<file path="src/rtl/swfc_pkg.sv">
`timescale 1ns/1ps
package swfc_pkg;
   typedef enum logic [1:0] {
      FM_OFF  = 2'b00,
      FM_SETA = 2'b01,
      FM_SETB = 2'b10,
      FM_PAIR = 2'b11
   } flow_mode_e;

   typedef enum logic [2:0] {
      SEL_CFG   = 3'd0,
      SEL_RES_A = 3'd1,
      SEL_RES_B = 3'd2,
      SEL_STP_A = 3'd3,
      SEL_STP_B = 3'd4
   } reg_sel_e;

   localparam int NUM_CHARS  = 4;
   localparam int IDX_RES_A  = 0;
   localparam int IDX_RES_B  = 1;
   localparam int IDX_STP_A  = 2;
   localparam int IDX_STP_B  = 3;
   localparam int CFG_SPEC_B = 5;
   localparam int CFG_CTS_B  = 7;
endpackage

</file>
<file path="src/rtl/swfc_regs.sv">
`timescale 1ns/1ps
module swfc_regs
   import swfc_pkg::*;
#(
   parameter int DATA_W = 8,
   parameter int LCR_W  = 8,
   parameter logic [LCR_W-1:0] UNLOCK = 'hBF
) (
   input  logic                             clk,
   input  logic                             rst_n,
   input  logic [LCR_W-1:0]                 lcr_in,
   input  logic                             reg_wr,
   input  logic [2:0]                       reg_sel,
   input  logic [DATA_W-1:0]                reg_wdata,
   output flow_mode_e                       mode,
   output logic                             spec_en,
   output logic                             cts_en,
   output logic [NUM_CHARS-1:0][DATA_W-1:0] chars
);
   logic wr_ok;
   assign wr_ok = reg_wr && (lcr_in == UNLOCK);

   always_ff @(posedge clk or negedge rst_n) begin
      if (!rst_n) begin
         mode    <= FM_OFF;
         spec_en <= 1'b0;
         cts_en  <= 1'b0;
      end else if (wr_ok && reg_sel == SEL_CFG) begin
         mode    <= flow_mode_e'(reg_wdata[1:0]);
         spec_en <= reg_wdata[CFG_SPEC_B];
         cts_en  <= reg_wdata[CFG_CTS_B];
      end
   end

   for (genvar i = 0; i < NUM_CHARS; i++) begin : g_char
      localparam logic [2:0] MY_SEL = 3'(i + 1);
      always_ff @(posedge clk or negedge rst_n) begin
         if (!rst_n)
            chars[i] <= '0;
         else if (wr_ok && reg_sel == MY_SEL)
            chars[i] <= reg_wdata;
      end
   end
endmodule

</file>
<file path="src/rtl/swfc_match.sv">
`timescale 1ns/1ps
module swfc_match
   import swfc_pkg::*;
#(
   parameter int DATA_W  = 8,
   parameter bit PAIR_EN = 1'b1
) (
   input  logic                             clk,
   input  logic                             rst_n,
   input  logic                             rx_valid,
   input  logic [DATA_W-1:0]                rx_byte,
   input  flow_mode_e                       mode,
   input  logic [NUM_CHARS-1:0][DATA_W-1:0] chars,
   output logic                             res_hit,
   output logic                             stp_hit,
   output logic                             eq_stp_b
);
   logic [NUM_CHARS-1:0] eq;

   for (genvar i = 0; i < NUM_CHARS; i++) begin : g_cmp
      assign eq[i] = (rx_byte == chars[i]);
   end

   assign eq_stp_b = eq[IDX_STP_B];

   logic pend_res, pend_stp;

   if (PAIR_EN) begin : g_pair
      always_ff @(posedge clk or negedge rst_n) begin
         if (!rst_n) begin
            pend_res <= 1'b0;
            pend_stp <= 1'b0;
         end else if (mode != FM_PAIR) begin
            pend_res <= 1'b0;
            pend_stp <= 1'b0;
         end else if (rx_valid) begin
            pend_res <= eq[IDX_RES_A];
            pend_stp <= eq[IDX_STP_A];
         end
      end
   end else begin : g_nopair
      assign pend_res = 1'b0;
      assign pend_stp = 1'b0;
   end

   always_comb begin
      res_hit = 1'b0;
      stp_hit = 1'b0;
      unique case (mode)
         FM_SETA: begin
            res_hit = eq[IDX_RES_A];
            stp_hit = eq[IDX_STP_A];
         end
         FM_SETB: begin
            res_hit = eq[IDX_RES_B];
            stp_hit = eq[IDX_STP_B];
         end
         FM_PAIR: begin
            res_hit = pend_res && eq[IDX_RES_B];
            stp_hit = pend_stp && eq[IDX_STP_B];
         end
         default: ;
      endcase
   end
endmodule

</file>
<file path="src/rtl/swfc_gate.sv">
`timescale 1ns/1ps
module swfc_gate
   import swfc_pkg::*;
(
   input  logic       clk,
   input  logic       rst_n,
   input  logic       rx_valid,
   input  flow_mode_e mode,
   input  logic       spec_en,
   input  logic       cts_en,
   input  logic       cts_n,
   input  logic       rx_int_en,
   input  logic       irq_ack,
   input  logic       res_hit,
   input  logic       stp_hit,
   input  logic       eq_stp_b,
   output logic       tx_enable,
   output logic       rx_push,
   output logic       xoff_stat,
   output logic       spec_stat,
   output logic       irq
);
   logic parked, spec_now, stp_now, res_now;

   assign spec_now = rx_valid && spec_en && eq_stp_b;
   assign stp_now  = rx_valid && stp_hit;
   assign res_now  = rx_valid && res_hit;

   always_ff @(posedge clk or negedge rst_n) begin
      if (!rst_n)
         parked <= 1'b0;
      else if (mode == FM_OFF)
         parked <= 1'b0;
      else if (stp_now)
         parked <= 1'b1;
      else if (res_now)
         parked <= 1'b0;
   end

   always_ff @(posedge clk or negedge rst_n) begin
      if (!rst_n) begin
         xoff_stat <= 1'b0;
         spec_stat <= 1'b0;
      end else begin
         if (stp_now)      xoff_stat <= 1'b1;
         else if (irq_ack) xoff_stat <= 1'b0;
         if (spec_now)     spec_stat <= 1'b1;
         else if (irq_ack) spec_stat <= 1'b0;
      end
   end

   assign rx_push   = rx_valid && (!(stp_hit || res_hit) || spec_now);
   assign tx_enable = !parked && !(cts_en && cts_n);
   assign irq       = rx_int_en && (xoff_stat || spec_stat);
endmodule

</file>
<file path="src/rtl/swfc_ctrl.sv">
`timescale 1ns/1ps
module swfc_ctrl
   import swfc_pkg::*;
#(
   parameter int DATA_W  = 8,
   parameter int LCR_W   = 8,
   parameter logic [LCR_W-1:0] UNLOCK = 'hBF,
   parameter bit PAIR_EN = 1'b1
) (
   input  logic              clk,
   input  logic              rst_n,
   input  logic [LCR_W-1:0]  lcr_in,
   input  logic              reg_wr,
   input  logic [2:0]        reg_sel,
   input  logic [DATA_W-1:0] reg_wdata,
   input  logic              rx_valid,
   input  logic [DATA_W-1:0] rx_byte,
   input  logic              rx_int_en,
   input  logic              irq_ack,
   input  logic              cts_n,
   output logic              tx_enable,
   output logic              rx_push,
   output logic              xoff_stat,
   output logic              spec_stat,
   output logic              irq
);
   if (DATA_W < 8 || DATA_W > 16) begin : g_bad_data_w
      $error("swfc_ctrl: DATA_W must be 8..16");
   end
   if (LCR_W < 1) begin : g_bad_lcr_w
      $error("swfc_ctrl: LCR_W must be positive");
   end

   flow_mode_e                       mode_q;
   logic                             spec_en_q, cts_en_q;
   logic [NUM_CHARS-1:0][DATA_W-1:0] chars_q;
   logic                             res_hit, stp_hit, eq_stp_b;

   swfc_regs #(.DATA_W(DATA_W), .LCR_W(LCR_W), .UNLOCK(UNLOCK)) u_regs (
      .clk       (clk),
      .rst_n     (rst_n),
      .lcr_in    (lcr_in),
      .reg_wr    (reg_wr),
      .reg_sel   (reg_sel),
      .reg_wdata (reg_wdata),
      .mode      (mode_q),
      .spec_en   (spec_en_q),
      .cts_en    (cts_en_q),
      .chars     (chars_q)
   );

   swfc_match #(.DATA_W(DATA_W), .PAIR_EN(PAIR_EN)) u_match (
      .clk      (clk),
      .rst_n    (rst_n),
      .rx_valid (rx_valid),
      .rx_byte  (rx_byte),
      .mode     (mode_q),
      .chars    (chars_q),
      .res_hit  (res_hit),
      .stp_hit  (stp_hit),
      .eq_stp_b (eq_stp_b)
   );

   swfc_gate u_gate (
      .clk       (clk),
      .rst_n     (rst_n),
      .rx_valid  (rx_valid),
      .mode      (mode_q),
      .spec_en   (spec_en_q),
      .cts_en    (cts_en_q),
      .cts_n     (cts_n),
      .rx_int_en (rx_int_en),
      .irq_ack   (irq_ack),
      .res_hit   (res_hit),
      .stp_hit   (stp_hit),
      .eq_stp_b  (eq_stp_b),
      .tx_enable (tx_enable),
      .rx_push   (rx_push),
      .xoff_stat (xoff_stat),
      .spec_stat (spec_stat),
      .irq       (irq)
   );
endmodule

</file>
<file path="config.mk">
export PLATFORM = sky130hd
export DESIGN_NAME = swfc_ctrl
export DESIGN_NICKNAME = d
export VERILOG_FILES = /design/src/rtl/swfc_pkg.sv /design/src/rtl/swfc_regs.sv /design/src/rtl/swfc_match.sv /design/src/rtl/swfc_gate.sv /design/src/rtl/swfc_ctrl.sv
export SDC_FILE = /design/constraint.sdc
export NUM_CORES = 1
export LEC_CHECK = 0
export BUFFER_PORTS_ARGS = -buffer_cell sky130_fd_sc_hd__buf_4
export CAP_MARGIN = 20
export CORE_ASPECT_RATIO = 0.75
export CORE_UTILIZATION = 55
export DETAILED_ROUTE_END_ITERATION = 16
export PLACE_DENSITY = 0.9
export SLEW_MARGIN = 0
export SYNTH_ARGS = -nofsm -noshare
export SYNTH_HDL_FRONTEND = slang
export SYNTH_HIERARCHICAL = 1
export SYNTH_SLANG_ARGS = --single-unit
</file>
<file path="constraint.sdc">
create_clock -name clk -period 1.95 [get_ports clk]
set_input_delay 0.195 -clock clk [delete_from_list [all_inputs] [get_ports clk]]
set_output_delay 0.195 -clock clk [all_outputs]
set_load 0.01 [all_outputs]
</file>
==> results.cfg, run 1 <==
[power_and_ir_drop]
pwr-share-seq = 0.529
internal_power_w = 0.00126
vdd_drop_max_uv = 431
power_density_nw_per_um2 = 597
leakage_nw = 1.38
pwr-share-clk = 0.367
swShare = 0.226
comb_power_share = 0.104
p_switching_w = 0.000367

[global_route]
antenna_found_initial = 0
grt_max_degree = 42
grt_usage = 0.254
grt_pass1_vias = 1543
overflow = 0
grt_pass1_wl_microns = 7600

[die]
die_x_microns = 73.5
core_area_sq_um = 3660
rows = 19
dieArea_sq_um = 4080
die_h_microns = 55.6
start_util = 0.576
ioPinCount = 39

[critical_path]
r2r_cells = 11
cp.arrival_ns = 1.90
r2r_end = u_gate/parked
regToRegSetupSlack_ns = -0.11
critPathRequiredTime_ns = 1.75
critPathTopFamily = simple AND/OR/NAND/NOR gates
max_stage_delay_ns = 0.39
path_class = register to output port
cp_slowest_cell = dfrtp_1
cp_num_cells = 7
crit_chain = xor2_1 -> nor4_2 -> nand2_1 -> o32ai_2 -> o2bb2ai_1 -> and2_1 -> buf_6
path_buf_inv = 1
start_kind = register
cp_max_fo = 2
endpoint_kind = output port
regToRegStartpoint = u_regs/chars[1]

[synthesis]
synth_fp_nets = 190
synth-seq-cells = 41
synth.avg_cell_area_sq_um = 13.5
syn_area_sq_um = 2110
yosys_warnings = 6
yosys.area.top_type = dfrtp_1
synthCells = 156
synth_area_leaders = dfrtp_1 49%, mux2_2 15%, xor2_1 8.3%
synth_top_area_share = 0.487
synth_cell_types = 36
yosysSeqAreaShare = 0.487
ys_dominant_reg_cell = dfrtp_1
async_flop_share = 1.00
synth_edf_count = 0

[timing]
setup_slack_ns = -0.147
finalHoldViolCount = 0
rsz0062_at_grt = yes
setup_viol_count_final = 2
finClkSkew_ns = 0.00313
worst_pin_slew_ns = 0.508
post-route-period-util = 1.08
final_max_slew_viol_count = 0
period_needed_ns = 2.10
clock.fmax_ghz = 0.477
max_slew_margin = 0.661

[drt]
drc = 0
initialDrtViolationCount = 71
vias = 1493
firstDrtPassIters = 4
drt_wl_total_microns = 4620
routedWlPerCell_microns = 17.1
ant_nets = 0
via_per_inst = 5.53

[clocking]
cts_tree = done
numCtsBuffers = 5
htreeDepth = 2
clk_pin_slew_ns = 0.07
insertion_delay_ns = 0.29
root_buffer = clkbuf_8
clock_sinks = 41
cts_buffer_depth = 2

[finish]
syn2layout_area_growth_pct = 29.2
n_antenna_cell = 0
fin_util = 0.744
layout-drive-gt1-share = 0.509
final_nets = 251
stdcell_count = 270

[place]
pre_cts_ws_ns = 0.129
dpl.cell_count = 250
io_buffers = 38
place_congestion = 0.843
hpwlAfterDp_microns = 3240

[flow_run]
max_cap_violations = 0

[hold_path]
worstHoldStart = reg_wdata[3]
holdPathStages = 2
whs_endpoint = u_regs/chars[19]
hold_path_class = primary input to register

[status]
violations = negative setup slack
run_status = finished, violations left
[power by group through the flow]
stage	Clock (W)	Combinational (W)	Sequential (W)
global placement	0	0.000154	0.000877
finish	0.000597	0.000169	0.000860
detailed placement	0	0.000161	0.000877
floorplan	0	0.0000525	0.000876
global route	0.000644	0.000182	0.000861
CTS	0.000613	0.000166	0.000860
[repair_timing]
action                                  4_1_cts  5_1_grt
endpoints found under the hold margin        41        0
pin swaps                                     8        9
endpoints found under the setup margin        1        2
gates resized for setup                       3        4
buffers inserted                             10        1
hold buffers                                  1        0
[per-layer routing]
metal / vias up / global-route usage / wire length (microns)
met5: - / 0 / 0
met4: 0 / 0.0824 / 51
met3: 7 / 0.0525 / 235
met2: 51 / 0.379 / 2200
met1: 744 / 0.373 / 2130
li1: 691 / - / -
[state kept, by name, summed over array words and instances (netlist names)]
signal / flops
u_match/pend_stp: 1
u_regs/chars: 32
u_gate/parked: 1
u_gate/spec_stat: 1
u_regs/spec_en: 1
u_regs/cts_en: 1
u_match/pend_res: 1
u_regs/mode: 2
u_gate/xoff_stat: 1
[worst max-delay path by stage]
stage	to	slack [ns]	startpoint
floorplan	u_regs/chars[0]	0.43	reg_sel[1]
global placement	rx_push	0.17	u_regs/chars[18]
detailed placement	rx_push	0.13	u_regs/chars[18]
CTS	rx_push	-0.06	u_regs/chars[2]
global route	rx_push	-0.25	u_regs/chars[1]
finish	rx_push	-0.15	u_regs/chars[18]
[cells by family after synthesis]
logic type	count (synthesis)	share of synthesized area
xor+xnor	32	0.133
mux	36	0.207
buf+inv	4	0.0113
flops	41	0.487
simple gates	30	0.117
compound gates	13	0.0451
[worst reg2reg max path, delay by kind of cell, from the launching register on]
| kind | cells | cell delay, ns |
|---|---|---|
| buffers and inverters | 5 | 0.48 |
| flip-flops | 1 | 0.40 |
| AND/OR/NAND/NOR | 2 | 0.46 |
| XOR/XNOR | 1 | 0.17 |
| AO/OA/AOI/OAI | 3 | 0.45 |
[cells in the final DEF (no fill, tap or decap), types with 2 or more instances in the layout]
cell type,count
nand4_1,2
xnor2_1,12
mux2_4,8
nor4_4,2
nand2_1,3
nand3_1,3
or4_1,2
nor4_2,4
buf_4,54
mux2_2,28
inv_1,2
dfrtp_1,41
nor4_1,2
or3b_1,3
nand4b_1,2
xor2_1,20
o21ai_1,2
clkbuf_8,7
[cells in the mapped netlist, types with 2 or more instances]
cell type	count
nor4_4	2
or4_1	2
xor2_1	20
mux2_4	8
dfrtp_1	41
or3b_1	3
inv_1	2
nor4_1	5
nand3_1	3
nand2_1	3
mux2_2	28
nand4_1	2
nand4b_1	2
xnor2_1	12
o21ai_1	2
[metrics by stage]
stage          power, W  TNS, ns  cell area [sq um]  hold slack (ns)
4_1_cts         0.00164  -0.0596               2690            0.155
6_report        0.00163   -0.260               2720            0.166
3_3_place_gp    0.00103        0               2490            0.191
3_5_place_dp    0.00104        0               2490            0.203
2_1_floorplan  0.000929        0               2110           -0.101
5_1_grt         0.00169   -0.471               2720            0.155
[layout make-up]
class | instances | area [sq um]
Inverter | 2 | 7.51
Sequential cell | 41 | 1030
Multi-Input combinational cell | 111 | 1100
Clock buffer | 7 | 96.3
Tap cell | 52 | 65.1
Clock inverter | 1 | 5.00
Fill cell | 251 | 938
Timing Repair Buffer | 56 | 427
Power figures use the tool's default switching activity.
==> inputs of run 2 (changes only) <==
Settings changed: CELL_PAD_IN_SITES_DETAIL_PLACEMENT from default to 1, CELL_PAD_IN_SITES_GLOBAL_PLACEMENT from default to 1, CORE_UTILIZATION 55 to 44, PLACE_DENSITY 0.9 to 0.89.
==> run 2 against run 1 <==
  * The run still ends with negative setup slack left
  * Total power is 3.4% lower
  * Die area is 24% higher
  * Clock skew is 0.0058 ns higher
  * Final cell count is 0.74% lower
  * Utilization is 16 points lower
  * First-iteration DRC count is 11% higher
  * Largest power group unchanged
  * Non-clock buffer count is 7 lower
  * Via count is 0.74% lower
  * Sequential power hardly changed
  * Flip-flop and latch count stayed put
  * Sequential share of layout area is 0.96 points higher
  * Critical path type unchanged
==> results.cfg, run 2 (synthesized netlist as in run 1, its figures left out) <==
[finish]
final_common_cell = buf_4
final_nets = 244
fin_util = 0.587
fillerInstances = 479
top_regs = u_regs/chars x32, u_regs/mode x2
syn2layout_area_growth_pct = 26.0
stdcell_count = 268
layout-drive-gt1-share = 0.479
regMostFlops = u_regs/chars
multi_input_comb_area_sq_um = 1100
n_antenna_cell = 0
fin_area_sq_um = 2660
layout.area.seq_sq_um = 1030
final_cell_mix = 47 x buf_4, 41 x dfrtp_1, 28 x mux2_2
largest_register_ffs = 32

[hold_path]
holdPathStages = 2
worstHoldStart = reg_wdata[2]
whs_endpoint = u_regs/chars[2]
hold_path_class = primary input to register

[drt]
via_per_inst = 5.53
drc = 0
vias = 1482
drt_wl_total_microns = 5610
routedWlPerCell_microns = 20.9
ant_nets = 0
initialDrtViolationCount = 79
firstDrtPassIters = 4

[critical_path]
start_kind = register
r2r_cells = 6
r2r_end = u_gate/parked
path_class = register to output port
cp_max_fo = 2
cp.arrival_ns = 1.91
critPathRequiredTime_ns = 1.75
regToRegSetupSlack_ns = 0.30
endpoint_kind = output port
regToRegStartpoint = u_regs/chars[12]

[die]
ioPinCount = 39
start_util = 0.466
dieArea_sq_um = 5070
core_area_sq_um = 4520
die_h_microns = 61.9
rows = 21
die_x_microns = 81.9

[global_route]
grt_pass1_vias = 1575
overflow = 0
antenna_found_initial = 0
grt_pass1_wl_microns = 8660
grt_usage = 0.252
grt_max_degree = 42

[timing]
fin_setup_tns_ns = -0.154
setup_viol_count_final = 1
period_needed_ns = 2.10
finalHoldViolCount = 0
worst_pin_slew_ns = 0.528
final_max_slew_viol_count = 0
clock.fmax_ghz = 0.475
finClkSkew_ns = 0.00893
max_slew_margin = 0.648
post-route-period-util = 1.08
rsz0062_at_grt = yes
setup_slack_ns = -0.154

[power_and_ir_drop]
leakage_nw = 1.33
vdd_drop_max_uv = 282
power_density_nw_per_um2 = 592

[clocking]
root_buffer = clkbuf_8
htreeDepth = 2
cts_buffer_depth = 2
clk_pin_slew_ns = 0.07
insertion_delay_ns = 0.29
clock_sinks = 41
cts_tree = done
numCtsBuffers = 5

[place]
hpwlAfterDp_microns = 4000
place_congestion = 0.817
dpl.cell_count = 255
placed_cell_area_sq_um = 2490
io_buffers = 38

[status]
violations = negative setup slack
run_status = finished, violations left

[flow_run]
max_cap_violations = 0
run 2: worst max path at each step:
stage                                  to  slack (ns)              from
final                             rx_push       -0.15  u_regs/chars[12]
after global routing              rx_push       -0.26  u_regs/chars[21]
after CTS                         rx_push       -0.12   u_regs/chars[7]
after detailed placement          rx_push        0.14  u_regs/chars[18]
after global placement            rx_push        0.17  u_regs/chars[12]
after floorplan           u_regs/chars[0]        0.43        reg_sel[1]
run 2: critical path, stage by stage (launching register included):
cell and delay [ns]:
dfrtp_1 0.39, xor2_1 0.20, nor4_2 0.34, o2111ai_1 0.20, o22ai_2 0.14, o2bb2ai_1 0.08
and2_1 0.16, buf_6 0.12
run 2: through the flow:
stage	hold WS [ns]	worst slack, ns	total power (W)
floorplan	-0.101	0.428	0.000929
global placement	0.197	0.169	0.00103
detailed placement	0.206	0.136	0.00104
CTS	0.159	-0.118	0.00158
global route	0.152	-0.257	0.00164
finish	0.173	-0.154	0.00157
run 2: cell type report:
type / instances / share of cell area
multi-input cells: 111 / 0.413
flip-flops and latches: 41 / 0.386
repair buffers: 49 / 0.141
clock buffers: 8 / 0.0302
well taps: 57 / 0.0269
inverters: 2 / 0.00283
run 2: metal layers:
metal  routed length [microns]  share of wire  up-vias  global-route usage
li1                          -              -      677                   -
met2                      2880           0.51       42               0.426
met3                       226          0.040        6              0.0628
met1                      2420           0.43      757               0.313
met4                        84          0.015        0               0.103
met5                         0              0        -                   0
run 2: report_power, final:
part	internal [W]	switching, W	total, W
sequential	0.000856	0.00000505	0.000861
clock	0.000255	0.000278	0.000532
combinational	0.0000837	0.0000940	0.000178
run 2: what timing repair did:
item                                   4_1_cts  5_1_grt
hold buffers                                 1        0
buffers inserted                             3        1
cloned                                       0        0
pin swaps                                   13        5
endpoints found under the hold margin       41        0
setup endpoints to repair                    1        1
resized for setup                            6        1
==> inputs of run 3 (changes only) <==
Settings changed: RECOVER_POWER from default to 25.
==> run 3 against run 2 <==
  * The run still ends with negative setup slack left
  * Combinational power about the same
  * Sequential share of layout area about the same
  * Clock power about the same
  * Total power about the same
  * Register-to-register slack about the same
  * First-iteration DRC count unchanged
  * Clock skew unchanged
  * Utilization decreased by 0.055 points
  * Critical path depth unchanged
  * Clock-buffer cell count unchanged
  * Worst setup slack unchanged
  * Worst hold slack unchanged
  * Largest power group unchanged
==> results.cfg, run 3 (synthesized netlist as in run 1, its figures left out) <==
[finish]
syn2layout_area_growth_pct = 25.9
n_antenna_cell = 0
fin_util = 0.587
top_regs = u_regs/chars x32, u_regs/mode x2
fin_area_sq_um = 2650
final_nets = 244
fillerInstances = 480
regMostFlops = u_regs/chars
layout-drive-gt1-share = 0.479
final_common_cell = buf_4
final_cell_mix = 46 x buf_4, 41 x dfrtp_1, 28 x mux2_2
largest_register_ffs = 32

[power_and_ir_drop]
swShare = 0.240
pwr-share-clk = 0.339
p_switching_w = 0.000377
power_density_nw_per_um2 = 592
vdd_drop_max_uv = 282
comb_power_share = 0.113
internal_power_w = 0.00119
pwr-share-seq = 0.548
leakage_nw = 1.33

[clocking]
cts_tree = done
htreeDepth = 2
cts_buffer_depth = 2
insertion_delay_ns = 0.29
clk_pin_slew_ns = 0.07
root_buffer = clkbuf_8
clock_sinks = 41
numCtsBuffers = 5

[drt]
drt_wl_total_microns = 5610
wl_met1_microns = 2420
initialDrtViolationCount = 79
wl_met2_microns = 2880
via_per_inst = 5.53
ant_nets = 0
vias = 1482
routedWlPerCell_microns = 20.9
firstDrtPassIters = 4
drc = 0
highest_layer = met4
dr_wl_met3_microns = 226

[status]
violations = negative setup slack
run_status = finished, violations left

[place]
io_buffers = 38
hpwlAfterDp_microns = 4000
placed_cell_area_sq_um = 2490
place_congestion = 0.817

[critical_path]
path_class = register to output port
critPathRequiredTime_ns = 1.75
endpoint_kind = output port
regToRegStartpoint = u_regs/chars[12]
regToRegSetupSlack_ns = 0.30
cp.arrival_ns = 1.91
start_kind = register
critPathLaunch = u_regs/chars[12]
cp_max_fo = 2

[timing]
period_needed_ns = 2.10
setup_slack_ns = -0.154
clock.fmax_ghz = 0.475
rsz0062_at_grt = yes
max_slew_margin = 0.319
post-route-period-util = 1.08
finalHoldViolCount = 0
worst_pin_slew_ns = 1.02
holdWs_ns = 0.173
finClkSkew_ns = 0.00893
setup_viol_count_final = 1
final_max_slew_viol_count = 0

[global_route]
grt_usage = 0.252
antenna_found_initial = 0
grt_pass1_vias = 1575
grt_pass1_wl_microns = 8660
overflow = 0
grt_max_degree = 42

[die]
core_area_sq_um = 4520
rows = 21
ioPinCount = 39
dieArea_sq_um = 5070
die_x_microns = 81.9
start_util = 0.466
die_h_microns = 61.9

[hold_path]
hold_path_class = primary input to register
worstHoldStart = reg_wdata[2]

[flow_run]
max_cap_violations = 0
## run 3: cell types whose count changed in the layout (fill, tap and decap cells not counted)
cell | previous run | this run
buf_4 | 47 | 46
clkbuf_2 | 0 | 1
## run 3: area by class of cell
| cell class | count | area (sq um) | share of cell area |
|---|---|---|---|
| Multi-Input combinational cell | 111 | 1100 | 0.413 |
| Inverter | 2 | 7.51 | 0.00283 |
| Tap cell | 57 | 71.3 | 0.0269 |
| Timing Repair Buffer | 49 | 372 | 0.140 |
| Clock buffer | 8 | 80.1 | 0.0302 |
| Sequential cell | 41 | 1030 | 0.387 |
## run 3: power by group through the flow
stage | combinational (W) | sequential (W) | clock (W)
after floorplan | 0.0000525 | 0.000876 | 0
after global placement | 0.000158 | 0.000877 | 0
after detailed placement | 0.000167 | 0.000877 | 0
after CTS | 0.000175 | 0.000860 | 0.000543
after global routing | 0.000191 | 0.000861 | 0.000589
final | 0.000177 | 0.000861 | 0.000532
## run 3: routing by layer
metal | track usage | vias to the layer above
met3 | 0.0628 | 6
met5 | 0 | -
met4 | 0.103 | 0
met1 | 0.313 | 757
li1 | - | 677
met2 | 0.426 | 42
## run 3: metrics by stage
| stage | TNS, ns | power (W) | setup slack (ns) | instances |
|---|---|---|---|---|
| floorplan | 0 | 0.000929 | 0.428 | 156 |
| global placement | 0 | 0.00103 | 0.169 | 255 |
| detailed placement | 0 | 0.00104 | 0.136 | 255 |
| CTS | -0.118 | 0.00158 | -0.118 | 267 |
| global route | -0.257 | 0.00164 | -0.257 | 268 |
| finish | -0.154 | 0.00157 | -0.154 | 268 |
## run 3: path summary, 6_finish.rpt
path	end	depth (start not counted)
worst max-delay path	rx_push	7
min in group asynchronous	u_regs/chars[5]	2
max in group asynchronous	u_regs/chars[0]	2
worst min-delay path	u_regs/chars[2]	2
worst max register to register	u_gate/parked	6
worst min register to register	u_regs/chars[17]	1
## run 3: timing repair
action / in CTS / in global routing
endpoints found under the setup margin: 1 / 1
pin swaps: 13 / 5
hold buffers: 1 / 0
gates resized for setup: 6 / 1
buffers inserted: 3 / 1
hold endpoints to repair: 41 / 0
## run 3: critical path: stages (launching register included)
cell and delay [ns]:
dfrtp_1 0.39, xor2_1 0.20, nor4_2 0.34, o2111ai_1 0.20, o22ai_2 0.14, o2bb2ai_1 0.08, and2_1 0.16, buf_6 0.12
